[src/rtl/wtdma_pkg.sv]
package wtdma_pkg;
  localparam int PARA_W = 16;
  localparam int NIB_W  = 4;
  localparam int ADDR_W = PARA_W + NIB_W;
  localparam int CNT_W  = 16;
  localparam int BYTE_W = 8;
  localparam int REG_W  = 16;

  localparam logic [ADDR_W-1:0] BANK_MASK = 20'hC0000;
  localparam logic [ADDR_W-1:0] MID_MASK  = 20'h1FFF0;

  localparam int CB_REQ  = 0;
  localparam int CB_DIR  = 1;
  localparam int CB_CH16 = 2;
  localparam int CB_TCIE = 5;
  localparam int CB_WIDE = 6;
  localparam int CB_INV  = 7;

  typedef enum logic [1:0] {
    SEL_CTRL  = 2'd0,
    SEL_START = 2'd1,
    SEL_FINE  = 2'd2,
    SEL_NONE  = 2'd3
  } reg_sel_e;

  function automatic logic [ADDR_W-1:0] lin_offset(
      input logic [PARA_W-1:0] s, input logic [NIB_W-1:0] n);
    return {s, {NIB_W{1'b0}}} + ADDR_W'(n);
  endfunction

  function automatic logic [ADDR_W-1:0] remap_wide(input logic [ADDR_W-1:0] off);
    logic [ADDR_W-1:0] keep;
    logic [ADDR_W-1:0] mid;
    keep = off & BANK_MASK;
    mid  = off & MID_MASK;
    return keep + (mid << 1);
  endfunction

  function automatic logic [PARA_W-1:0] adv_start(
      input logic [PARA_W-1:0] s, input logic [CNT_W-1:0] units);
    return s + PARA_W'(units >> NIB_W);
  endfunction

  function automatic logic [NIB_W-1:0] adv_fine(
      input logic [NIB_W-1:0] n, input logic [CNT_W-1:0] units);
    return n + units[NIB_W-1:0];
  endfunction

  function automatic logic [BYTE_W-1:0] shape_byte(
      input logic [BYTE_W-1:0] b, input logic inv_en, input logic c2h,
      input logic wide, input logic hi);
    logic flip;
    flip = inv_en & ~c2h & ~(wide & ~hi);
    return b ^ {flip, {(BYTE_W-1){1'b0}}};
  endfunction
endpackage

[src/rtl/wtdma_addr.sv]
module wtdma_addr
  import wtdma_pkg::*;
#(
  parameter bit WIDE_REMAP = 1'b1
) (
  input  logic              chan16,
  input  logic [PARA_W-1:0] start_q,
  input  logic [NIB_W-1:0]  fine_nib,
  output logic [ADDR_W-1:0] base_addr
);
  logic [ADDR_W-1:0] linear;
  assign linear = lin_offset(start_q, fine_nib);

  generate
    if (WIDE_REMAP) begin : g_remap
      assign base_addr = chan16 ? remap_wide(linear) : linear;
    end else begin : g_flat
      logic unused_ch;
      assign unused_ch = chan16;
      assign base_addr = linear;
    end
  endgenerate
endmodule

[src/rtl/wtdma_regs.sv]
module wtdma_regs
  import wtdma_pkg::*;
(
  input  logic              clk,
  input  logic              rst_n,
  input  logic              chan16,
  input  logic              reg_wr,
  input  logic              reg_rd,
  input  logic [1:0]        reg_sel,
  input  logic [1:0]        reg_be,
  input  logic [REG_W-1:0]  reg_wdata,
  output logic [REG_W-1:0]  reg_rdata,
  input  logic              xfer_accept,
  input  logic [CNT_W-1:0]  xfer_units,
  input  logic              done_evt,
  input  logic              done_tc,
  output logic [7:0]        ctrl_q,
  output logic [PARA_W-1:0] start_q,
  output logic [7:0]        fine_q,
  output logic              tc_pend,
  output logic              dma_req
);
  logic wr_ctrl, wr_start, wr_fine, rd_ctrl, tc_hit;
  logic [7:0]        ctrl_d;
  logic [PARA_W-1:0] start_d;
  logic [7:0]        fine_d;
  logic              tc_d;

  assign wr_ctrl  = reg_wr && (reg_sel == SEL_CTRL);
  assign wr_start = reg_wr && (reg_sel == SEL_START);
  assign wr_fine  = reg_wr && (reg_sel == SEL_FINE);
  assign rd_ctrl  = reg_rd && (reg_sel == SEL_CTRL);
  assign tc_hit   = done_evt && done_tc;

  always_comb begin
    ctrl_d  = ctrl_q;
    tc_d    = tc_pend;
    start_d = start_q;
    fine_d  = fine_q;
    if (rd_ctrl) begin
      ctrl_d[CB_WIDE] = 1'b0;
      ctrl_d[CB_CH16] = 1'b0;
      tc_d            = 1'b0;
    end
    if (tc_hit) begin
      ctrl_d[CB_REQ] = 1'b0;
      if (ctrl_q[CB_TCIE]) tc_d = 1'b1;
    end
    if (wr_ctrl) ctrl_d = reg_wdata[7:0];
    if (xfer_accept) begin
      start_d = adv_start(start_q, xfer_units);
      fine_d  = {4'h0, adv_fine(fine_q[NIB_W-1:0], xfer_units)};
    end
    if (wr_start) begin
      if (reg_be[0]) start_d[7:0]  = reg_wdata[7:0];
      if (reg_be[1]) start_d[15:8] = reg_wdata[15:8];
      fine_d[7:4] = 4'h0;
    end
    if (wr_fine) fine_d = reg_wdata[7:0];
  end

  always_ff @(posedge clk) begin
    if (!rst_n) begin
      ctrl_q  <= '0;
      start_q <= '0;
      fine_q  <= '0;
      tc_pend <= 1'b0;
      dma_req <= 1'b0;
    end else begin
      ctrl_q  <= ctrl_d;
      start_q <= start_d;
      fine_q  <= fine_d;
      tc_pend <= tc_d;
      dma_req <= wr_ctrl && reg_wdata[CB_REQ];
    end
  end

  always_comb begin
    reg_rdata = '0;
    case (reg_sel)
      SEL_CTRL: begin
        reg_rdata[7:0] = ctrl_q;
        if (chan16)  reg_rdata[CB_CH16] = 1'b1;
        if (tc_pend) reg_rdata[CB_WIDE] = 1'b1;
      end
      SEL_START: reg_rdata = start_q;
      SEL_FINE:  reg_rdata[7:0] = fine_q;
      default:   reg_rdata = '0;
    endcase
  end

  AST_DREQ_CAUSE: assert property (@(posedge clk) disable iff (!rst_n)
    dma_req |-> $past(reg_wr && reg_sel == SEL_CTRL && reg_wdata[CB_REQ]));
  AST_TC_CAUSE: assert property (@(posedge clk) disable iff (!rst_n)
    $rose(tc_pend) |-> $past(done_evt && done_tc && ctrl_q[CB_TCIE]));
  AST_REQ_DROP: assert property (@(posedge clk) disable iff (!rst_n)
    (done_evt && done_tc && !wr_ctrl) |=> !ctrl_q[CB_REQ]);
  AST_PEND_HOLD: assert property (@(posedge clk) disable iff (!rst_n)
    (tc_pend && !rd_ctrl) |=> tc_pend);
  AST_RD_CLEARS: assert property (@(posedge clk) disable iff (!rst_n)
    (rd_ctrl && !wr_ctrl && !tc_hit) |=>
      (!tc_pend && !ctrl_q[CB_WIDE] && !ctrl_q[CB_CH16]));
endmodule

[src/rtl/wtdma_stream.sv]
module wtdma_stream
  import wtdma_pkg::*;
(
  input  logic              clk,
  input  logic              rst_n,
  input  logic              xfer_go,
  input  logic [CNT_W-1:0]  xfer_units,
  input  logic              xfer_last,
  input  logic              chan16,
  input  logic              ctl_dir,
  input  logic              ctl_inv,
  input  logic              ctl_wide,
  input  logic [ADDR_W-1:0] base_addr,
  input  logic [BYTE_W-1:0] in_byte,
  output logic              in_take,
  output logic [BYTE_W-1:0] out_byte,
  output logic              out_valid,
  output logic [ADDR_W-1:0] card_addr,
  output logic              card_we,
  output logic              busy,
  output logic              accept,
  output logic              done_evt,
  output logic              done_tc
);
  logic              run_q, hi_q, dir_q, inv_q, wide_q, ch16_q, tc_q;
  logic [CNT_W-1:0]  left_q;
  logic [ADDR_W-1:0] addr_q;
  logic              unit_end;

  assign accept   = xfer_go && !run_q && (xfer_units != '0);
  assign unit_end = run_q && (!ch16_q || hi_q);
  assign done_evt = unit_end && (left_q == CNT_W'(1));
  assign done_tc  = tc_q;

  always_ff @(posedge clk) begin
    if (!rst_n) begin
      run_q  <= 1'b0;
      hi_q   <= 1'b0;
      dir_q  <= 1'b0;
      inv_q  <= 1'b0;
      wide_q <= 1'b0;
      ch16_q <= 1'b0;
      tc_q   <= 1'b0;
      left_q <= '0;
      addr_q <= '0;
    end else if (accept) begin
      run_q  <= 1'b1;
      hi_q   <= 1'b0;
      dir_q  <= ctl_dir;
      inv_q  <= ctl_inv;
      wide_q <= ctl_wide;
      ch16_q <= chan16;
      tc_q   <= xfer_last;
      left_q <= xfer_units;
      addr_q <= base_addr;
    end else if (run_q) begin
      addr_q <= addr_q + 1'b1;
      if (ch16_q && !hi_q) begin
        hi_q <= 1'b1;
      end else begin
        hi_q   <= 1'b0;
        left_q <= left_q - 1'b1;
        if (left_q == CNT_W'(1)) run_q <= 1'b0;
      end
    end
  end

  assign busy      = run_q;
  assign out_valid = run_q;
  assign in_take   = run_q;
  assign card_addr = addr_q;
  assign card_we   = run_q && !dir_q;
  assign out_byte  = shape_byte(in_byte, inv_q, dir_q, wide_q, hi_q);

  AST_ADDR_STEP: assert property (@(posedge clk) disable iff (!rst_n)
    (out_valid && $past(out_valid)) |-> card_addr == $past(card_addr) + 1'b1);
  AST_HI_AFTER_LO: assert property (@(posedge clk) disable iff (!rst_n)
    hi_q |-> (ch16_q && $past(out_valid && !hi_q)));
  AST_C2H_CLEAN: assert property (@(posedge clk) disable iff (!rst_n)
    (out_valid && dir_q) |-> (out_byte == in_byte && !card_we));
  AST_LOW_PASS: assert property (@(posedge clk) disable iff (!rst_n)
    (out_valid && wide_q && !hi_q) |-> out_byte == in_byte);
  AST_LOW_BITS_KEEP: assert property (@(posedge clk) disable iff (!rst_n)
    out_valid |-> out_byte[BYTE_W-2:0] == in_byte[BYTE_W-2:0]);
endmodule

[src/rtl/wtdma_engine.sv]
module wtdma_engine
  import wtdma_pkg::*;
(
  input  logic              clk,
  input  logic              rst_n,
  input  logic              chan16,
  input  logic              reg_wr,
  input  logic              reg_rd,
  input  logic [1:0]        reg_sel,
  input  logic [1:0]        reg_be,
  input  logic [REG_W-1:0]  reg_wdata,
  output logic [REG_W-1:0]  reg_rdata,
  input  logic              xfer_go,
  input  logic [CNT_W-1:0]  xfer_units,
  input  logic              xfer_last,
  input  logic [BYTE_W-1:0] in_byte,
  output logic              in_take,
  output logic [BYTE_W-1:0] out_byte,
  output logic              out_valid,
  output logic [ADDR_W-1:0] card_addr,
  output logic              card_we,
  output logic              busy,
  output logic              dma_req,
  output logic              irq
);
  logic [7:0]        ctrl_q;
  logic [PARA_W-1:0] start_q;
  logic [7:0]        fine_q;
  logic              tc_pend;
  logic [ADDR_W-1:0] base_addr;
  logic              accept, done_evt, done_tc;

  wtdma_regs u_regs (
    .clk        (clk),
    .rst_n      (rst_n),
    .chan16     (chan16),
    .reg_wr     (reg_wr),
    .reg_rd     (reg_rd),
    .reg_sel    (reg_sel),
    .reg_be     (reg_be),
    .reg_wdata  (reg_wdata),
    .reg_rdata  (reg_rdata),
    .xfer_accept(accept),
    .xfer_units (xfer_units),
    .done_evt   (done_evt),
    .done_tc    (done_tc),
    .ctrl_q     (ctrl_q),
    .start_q    (start_q),
    .fine_q     (fine_q),
    .tc_pend    (tc_pend),
    .dma_req    (dma_req)
  );

  wtdma_addr #(.WIDE_REMAP(1'b1)) u_addr (
    .chan16   (chan16),
    .start_q  (start_q),
    .fine_nib (fine_q[NIB_W-1:0]),
    .base_addr(base_addr)
  );

  wtdma_stream u_stream (
    .clk       (clk),
    .rst_n     (rst_n),
    .xfer_go   (xfer_go),
    .xfer_units(xfer_units),
    .xfer_last (xfer_last),
    .chan16    (chan16),
    .ctl_dir   (ctrl_q[CB_DIR]),
    .ctl_inv   (ctrl_q[CB_INV]),
    .ctl_wide  (ctrl_q[CB_WIDE]),
    .base_addr (base_addr),
    .in_byte   (in_byte),
    .in_take   (in_take),
    .out_byte  (out_byte),
    .out_valid (out_valid),
    .card_addr (card_addr),
    .card_we   (card_we),
    .busy      (busy),
    .accept    (accept),
    .done_evt  (done_evt),
    .done_tc   (done_tc)
  );

  assign irq = tc_pend;

  AST_IRQ_NEEDS_END: assert property (@(posedge clk) disable iff (!rst_n)
    $rose(irq) |-> $past(out_valid) && !out_valid);
  AST_FIRST_ADDR: assert property (@(posedge clk) disable iff (!rst_n)
    ($rose(out_valid) && $past(chan16)) |-> card_addr[4:0] == 5'd0);
endmodule

[config.mk]
export PLATFORM = sky130hd
export DESIGN_NAME = wtdma_engine
export DESIGN_NICKNAME = d
export VERILOG_FILES = /design/src/rtl/wtdma_pkg.sv /design/src/rtl/wtdma_addr.sv /design/src/rtl/wtdma_regs.sv /design/src/rtl/wtdma_stream.sv /design/src/rtl/wtdma_engine.sv
export SDC_FILE = /design/constraint.sdc
export NUM_CORES = 1
export LEC_CHECK = 0
export ABC_AREA = 0
export BUFFER_PORTS_ARGS = -buffer_cell sky130_fd_sc_hd__buf_2
export CAP_MARGIN = 20
export CORE_MARGIN = 4
export CORE_UTILIZATION = 40
export DETAILED_ROUTE_END_ITERATION = 12
export GPL_TIMING_DRIVEN = 0
export PLACE_DENSITY_LB_ADDON = 0.1
export SYNTH_ARGS = -nofsm -noshare
export SYNTH_HDL_FRONTEND = slang
export SYNTH_SLANG_ARGS = --single-unit
[constraint.sdc]
create_clock -name clk -period 3.57 [get_ports clk]
set_clock_uncertainty 0.15 [all_clocks]
set_input_delay 0.5355 -clock clk [delete_from_list [all_inputs] [get_ports clk]]
set_output_delay 0.5355 -clock clk [all_outputs]
set_load 0.01 [all_outputs]
# --- Yosys cells after proc, flatten, opt, wreduce, memory -nomap -nowiden ---
# Cells that the tools add are included.
classes:
  n_eq_ne: 4
  muxes: 28
  addsub: 6
  reduce_logical: 26
  n_bitwise: 8
ops:
  columns: ["operator", "n"]
  rows:
  - ["two-way mux 16 bit", 5]
  - ["two-way mux 20 bit", 3]
  - ["two-way mux 8 bit", 5]
  - ["case mux 8 bit (3 select lines)", 1]
  - ["adder 20 x 1 -> 20 bit, second input constant", 1]
  - ["adder 20 x 18 -> 20 bit", 1]
  - ["adder 20 x 4 -> 20 bit", 1]
  - ["adder 16 x 12 -> 16 bit", 1]
  - ["== test 16 x 1 -> 1 bit, second input constant", 1]
  - ["nonzero test 16 bit", 1]
  - ["subtractor 16 x 1 -> 16 bit, second input constant", 1]
  - ["logical AND 1 bit", 12]
  - ["two-way mux 1 bit", 12]
  - ["nonzero test 2 bit", 4]
  - ["XOR 8 bit", 1]
  - ["two-way mux 7 bit", 1]
  - ["adder 4 bit", 1]
  - ["zero test 1 bit", 4]
  - ["two-way mux 4 bit", 1]
  - ["inverter 1 bit", 4]
  - ["bitwise AND 1 bit", 3]
  - ["nonzero test 3 bit", 1]
  - ["== test 2 x 1 -> 1 bit, second input constant", 1]
  - ["== test 2 bit, second input constant", 1]
  - ["other kinds (5)", 5]
word_totals:
  word_cells: 89
  output_inout_bits: 50
  inputBits: 51
  ff_bits: 77

# --- Depth between registers and ports, before layout ---
logic_depth:
  word_depth: 7
  depth_mapped: 9

# --- By module ---
# From an unflattened synthesis, not the netlist that was laid out.
hier_totals:
  hier_cells: 628
  hier_area_um2: 5129.9
by_module_without_submodules:
  columns: ["module", "area_each_um2", "n_inst", "cells_per_inst", "seq_area_each_um2"]
  rows:
  - ["wtdma_stream", 2527.4, 1, 311, 860.8]
  - ["wtdma_regs", 2347.3, 1, 295, 680.7]
  - ["wtdma_addr", 255.2, 1, 22, 0.0]

# --- Worst setup path after synthesis ---
# Ideal clock, no wire load.
synth_path:
  path_kind: "input port to flip-flop"
  startpoint: "input port xfer_units[4]"
  endpoint: "register u_regs.start_q[14]"
  n_path_buf: 0
  setup_ps: 132
  required_ps: 3288
  arrival_ps: 2233
  cell_stages: 8
  setup_slack_ps: 1055
  path_cell_list: "ha_1 -> fa_1 -> a211oi_1 -> o31ai_1 -> a311o_1 -> nand4_1 -> xor2_1 -> a21oi_1"
synth_via:
  elab_chain_len: 5
synth_lines:
  columns: ["item", "line_no", "text"]
  rows:
  - ["from (decl)", "wtdma_engine.sv:14", "input logic [CNT_W-1:0] xfer_units,"]
  - ["parallel branches: the longest is 2 deep, another holds adder 16 x 12 -> 16 bit", null, null]
  - ["two-way mux 16 bit *", "wtdma_regs.sv:50", "if (xfer_accept) begin"]
  - ["two-way mux 8 bit", "wtdma_regs.sv:56", "if (reg_be[1]) start_d[15:8] = reg_wdata[15:8];"]
  - ["two-way mux 16 bit *", "wtdma_regs.sv:54", "if (wr_start) begin"]
  - ["to (signal assigned)", "wtdma_regs.sv:71", "start_q <= start_d;"]
  - ["to (decl)", "wtdma_regs.sv:18", "output logic [PARA_W-1:0] start_q,"]
# Mark *: on every way between the ends.
# A chain may end at the register's enable or synchronous reset.

# --- Final worst setup path ---
layout_path:
  startpoint: "input port reg_sel[1]"
  endpoint: "output port reg_rdata[1]"
layout_via:
  elab_chain_len: 2
layout_lines:
  columns: ["item", "line_no", "text"]
  rows:
  - ["from (decl)", "wtdma_engine.sv:9", "input logic [1:0] reg_sel,"]
  - ["== test 2 bit, or another cell as far along", "wtdma_regs.sv:80", "case (reg_sel)"]
  - ["case mux 8 bit (3 select lines) *", "wtdma_regs.sv:80", null]
  - ["to (decl)", "wtdma_engine.sv:12", "output logic [REG_W-1:0] reg_rdata,"]
# Mark *: on every way between the ends. The rest lies on a longest branch, timed or not.

==> metrics <==
status=finished clean; gr ovfl total=0; DRT Wirelength=16140 µm; CTS buffer count=9; CP peak stage delay=500 ps; Synth area leaders=dfxtp_1 (33%), nand2_1 (7.1%), nor2_1 (5.3%); Flop pwr share=0.389; required time at the worst-slack endpoint=2880 ps; average wire per standard cell=18.89 µm; Reg2Reg Setup Slack=900 ps; critical path launch point type=input pin; EDFF count, synth=0; gpl congestion=0.9320; CP Buf/Inv Count=4; initial core utilization=0.4113; Fmax=0.3440 GHz; Sw Share=0.3195; P_int=0.001784 W; Max FO, Critical Path=10; Simple-Gate Fraction of Synth Area=0.2472; CTS Hold Bufs=0; CP Class=input pin to output pin; first-pass GRT wire length=25010 µm; RSZ-0062 raised after global routing=false; post-synthesis sequential area ratio=0.3268; diodes inserted=0; post-synth top area share=0.3268; Leak=2.344 nW; DR iter-0 viols=415; Final ANT Viol Nets=0; Final nets=777; Final min period=2907 ps; routed vias=4869; initial antenna violation count=0; largest family of logic cells by synthesized area=simple AND/OR/NAND/NOR gates; DRC Markers=0; cell mode on critical path=buf_2; Setup Viol. Count Final=0; Mapped Cells=603; share of layout cells above drive strength 1=0.1983; worst skew pair latency=350 ps; async set-reset flop share out of synthesis=0; slew margin rel.=0.4950; largest net degree at the start of global routing=14; post-route setup TNS=0 ps; Post-Layout Cell Count=854; post-synthesis compound-gate area fraction=0.2130; core area=11470 µm²; Core Util, Final=0.4946; P&R area growth vs syn=20.24%; Synth Area in XOR/XNOR=0.05756; DR pass1 iterations=5; CTS Sinks=77; Peak VDD IR=0.0002528 V; slew of the pin with the lowest slew margin=757.5 ps; clock slew at reported path FFs=60 ps; DR vias/cell=5.701; worst hold-check path type=input pin to flip-flop; estimated wirelength of the detail-placed design=12440 µm; GRT Overall Usage=0.2412; total of max-cap violations=0; Post-Synth Adder-Cell Area=0.05623; DIE AREA=13590 µm²; logic gate share of total power=0.229; Yosys top cell by area=dfxtp_1; Pwr Density=462.4 nW/µm²; Post-Synthesis Net Count=674; Worst Setup End Kind=output pin; synth unique cells=65; critical path's top delay family=buffers and inverters; Synth Area per Inst=7.823 µm²; Clock Tree Root=clkbuf_16; slowest CP cell=nor2b_1; Mapped Area=4717 µm²; CTS max path bufs=2; H-tree depth=3; TritonCTS clock tree=done; cells along the critical path=buf_2, buf_2, nor2b_1, clkbuf_1, nand2_1, o21ai_0, buf_2; Die X=116.6 µm; switching pwr=0.0008380 W; yosys warns=0; Final Cycle Share=0.8144; flops & latches, synth=77; die height=116.6 µm; I/O pin count=101; vias in the first global route=4618; Final Hold Viols=0; number of port buffers=92; clock group share of total power=0.382; fin. max-slew vios=0; critical path arrival=2220 ps; post-CTS setup buffers=0; floorplan row count=39; CTS resizes=0; mux cell area share after synthesis=0.04562; dpl cells=838; Synth Flop Type=dfxtp_1
==> Yosys cell counts, drive strengths merged (3+ instances only) <==
master   instances
mux2             4
a22oi            8
o21bai           3
nor4             9
and4             3
or3              6
and2            13
a21o             4
nand4            7
nand2           89
clkbuf          21
a311oi          10
inv             14
xor2            12
o22ai            4
a31oi            9
dfxtp           77
nand2b           5
buf             19
a211oi          18
nand3           14
mux2i           17
nor2            68
a21oi           43
o21ai           32
nor2b            9
nor3            10
xnor2           19
ha              18
a2111oi          3
==> kinds of logic after synthesis <==
kind of cell,count (synthesis)
fa+ha+maj,20
buf+inv,55
flops,77
mux,21
compound gates,155
simple gates,244
xor+xnor,31
==> layout make-up <==
cell class	instances	area (µm²)
timing repair buffer	92	460.4
multi-input combinational	471	2923
inverter	15	56.30
clock buffer	9	225.2
clock inverter	7	90.09
buffer	40	196.4
fill	1152	5796
sequential	77	1541
tap	143	178.9
==> layer usage <==
metal,global-route usage,part of all wire,vias to the layer above
li1,-,-,2368
met1,0.3405,0.46,2327
met2,0.3810,0.46,155
met3,0.03368,0.064,19
met4,0.07722,0.017,0
met5,0,0,-
==> state kept, by name, indices dropped and copies added, names as in the netlist, 8 cells and up <==
signal and cells:
u_stream.card_addr 20, u_regs.fine_q 8, u_regs.start_q 16, u_regs.ctrl_q 8
u_stream.left_q 16
==> worst min-delay path, delay by kind of cell <==
family	cells	cell delay, ps
AO/OA/AOI/OAI	1	50
AND/OR/NAND/NOR	1	50
buffers and inverters	1	100
==> through the flow <==
stage               total power (W)  hold slack, ps  instance area, µm²  setup slack, ps
floorplan                  0.001416           282.3                4717             1055
detailed placement         0.001630           302.2                5356            660.6
global placement           0.001623           294.2                5356            679.4
CTS                        0.002627           274.4                5672            658.8
global route               0.002742           298.3                5672            524.6
finish                     0.002622           277.5                5672            662.7
==> power by group through the flow <==
stage	Combinational (W)	Sequential, W	Clock (W)
after floorplan	0.000401	0.00101	0
after global placement	0.000588	0.00103	0
after detailed placement	0.000594	0.00104	0
after CTS	0.000598	0.00102	0.00101
after global routing	0.000670	0.00103	0.00104
final	0.000601	0.00102	0.00100
==> cell usage in the layout, fill, tap and decap left out, drive strengths merged, types with 3 or more instances in the layout <==
master / instances
nand2b: 5
clkbuf: 30
o22ai: 4
nand4: 7
xnor2: 19
nor3: 10
mux2: 4
a211oi: 18
inv: 14
o21ai: 32
a31oi: 9
ha: 18
a22oi: 8
a21o: 4
nand3: 14
o21bai: 3
and2: 13
mux2i: 17
a311oi: 10
nand2: 89
xor2: 12
nor2: 68
and4: 3
or3: 6
buf: 111
a21oi: 43
a2111oi: 3
dfxtp: 77
clkinv: 4
nor2b: 9
nor4: 9
==> path summary, 6_finish.rpt <==
| check | startpoint | end | cells after the start |
|---|---|---|---|
| worst min register to register | u_regs.ctrl_q[3] | u_regs.ctrl_q[3] | 2 |
| worst max-delay path | reg_sel[1] | reg_rdata[1] | 7 |
| worst min-delay path | xfer_last | u_stream.done_tc | 3 |
| worst max register to register | u_stream.busy | u_stream.left_q[15] | 7 |
(Power assumes the default switching activity.)
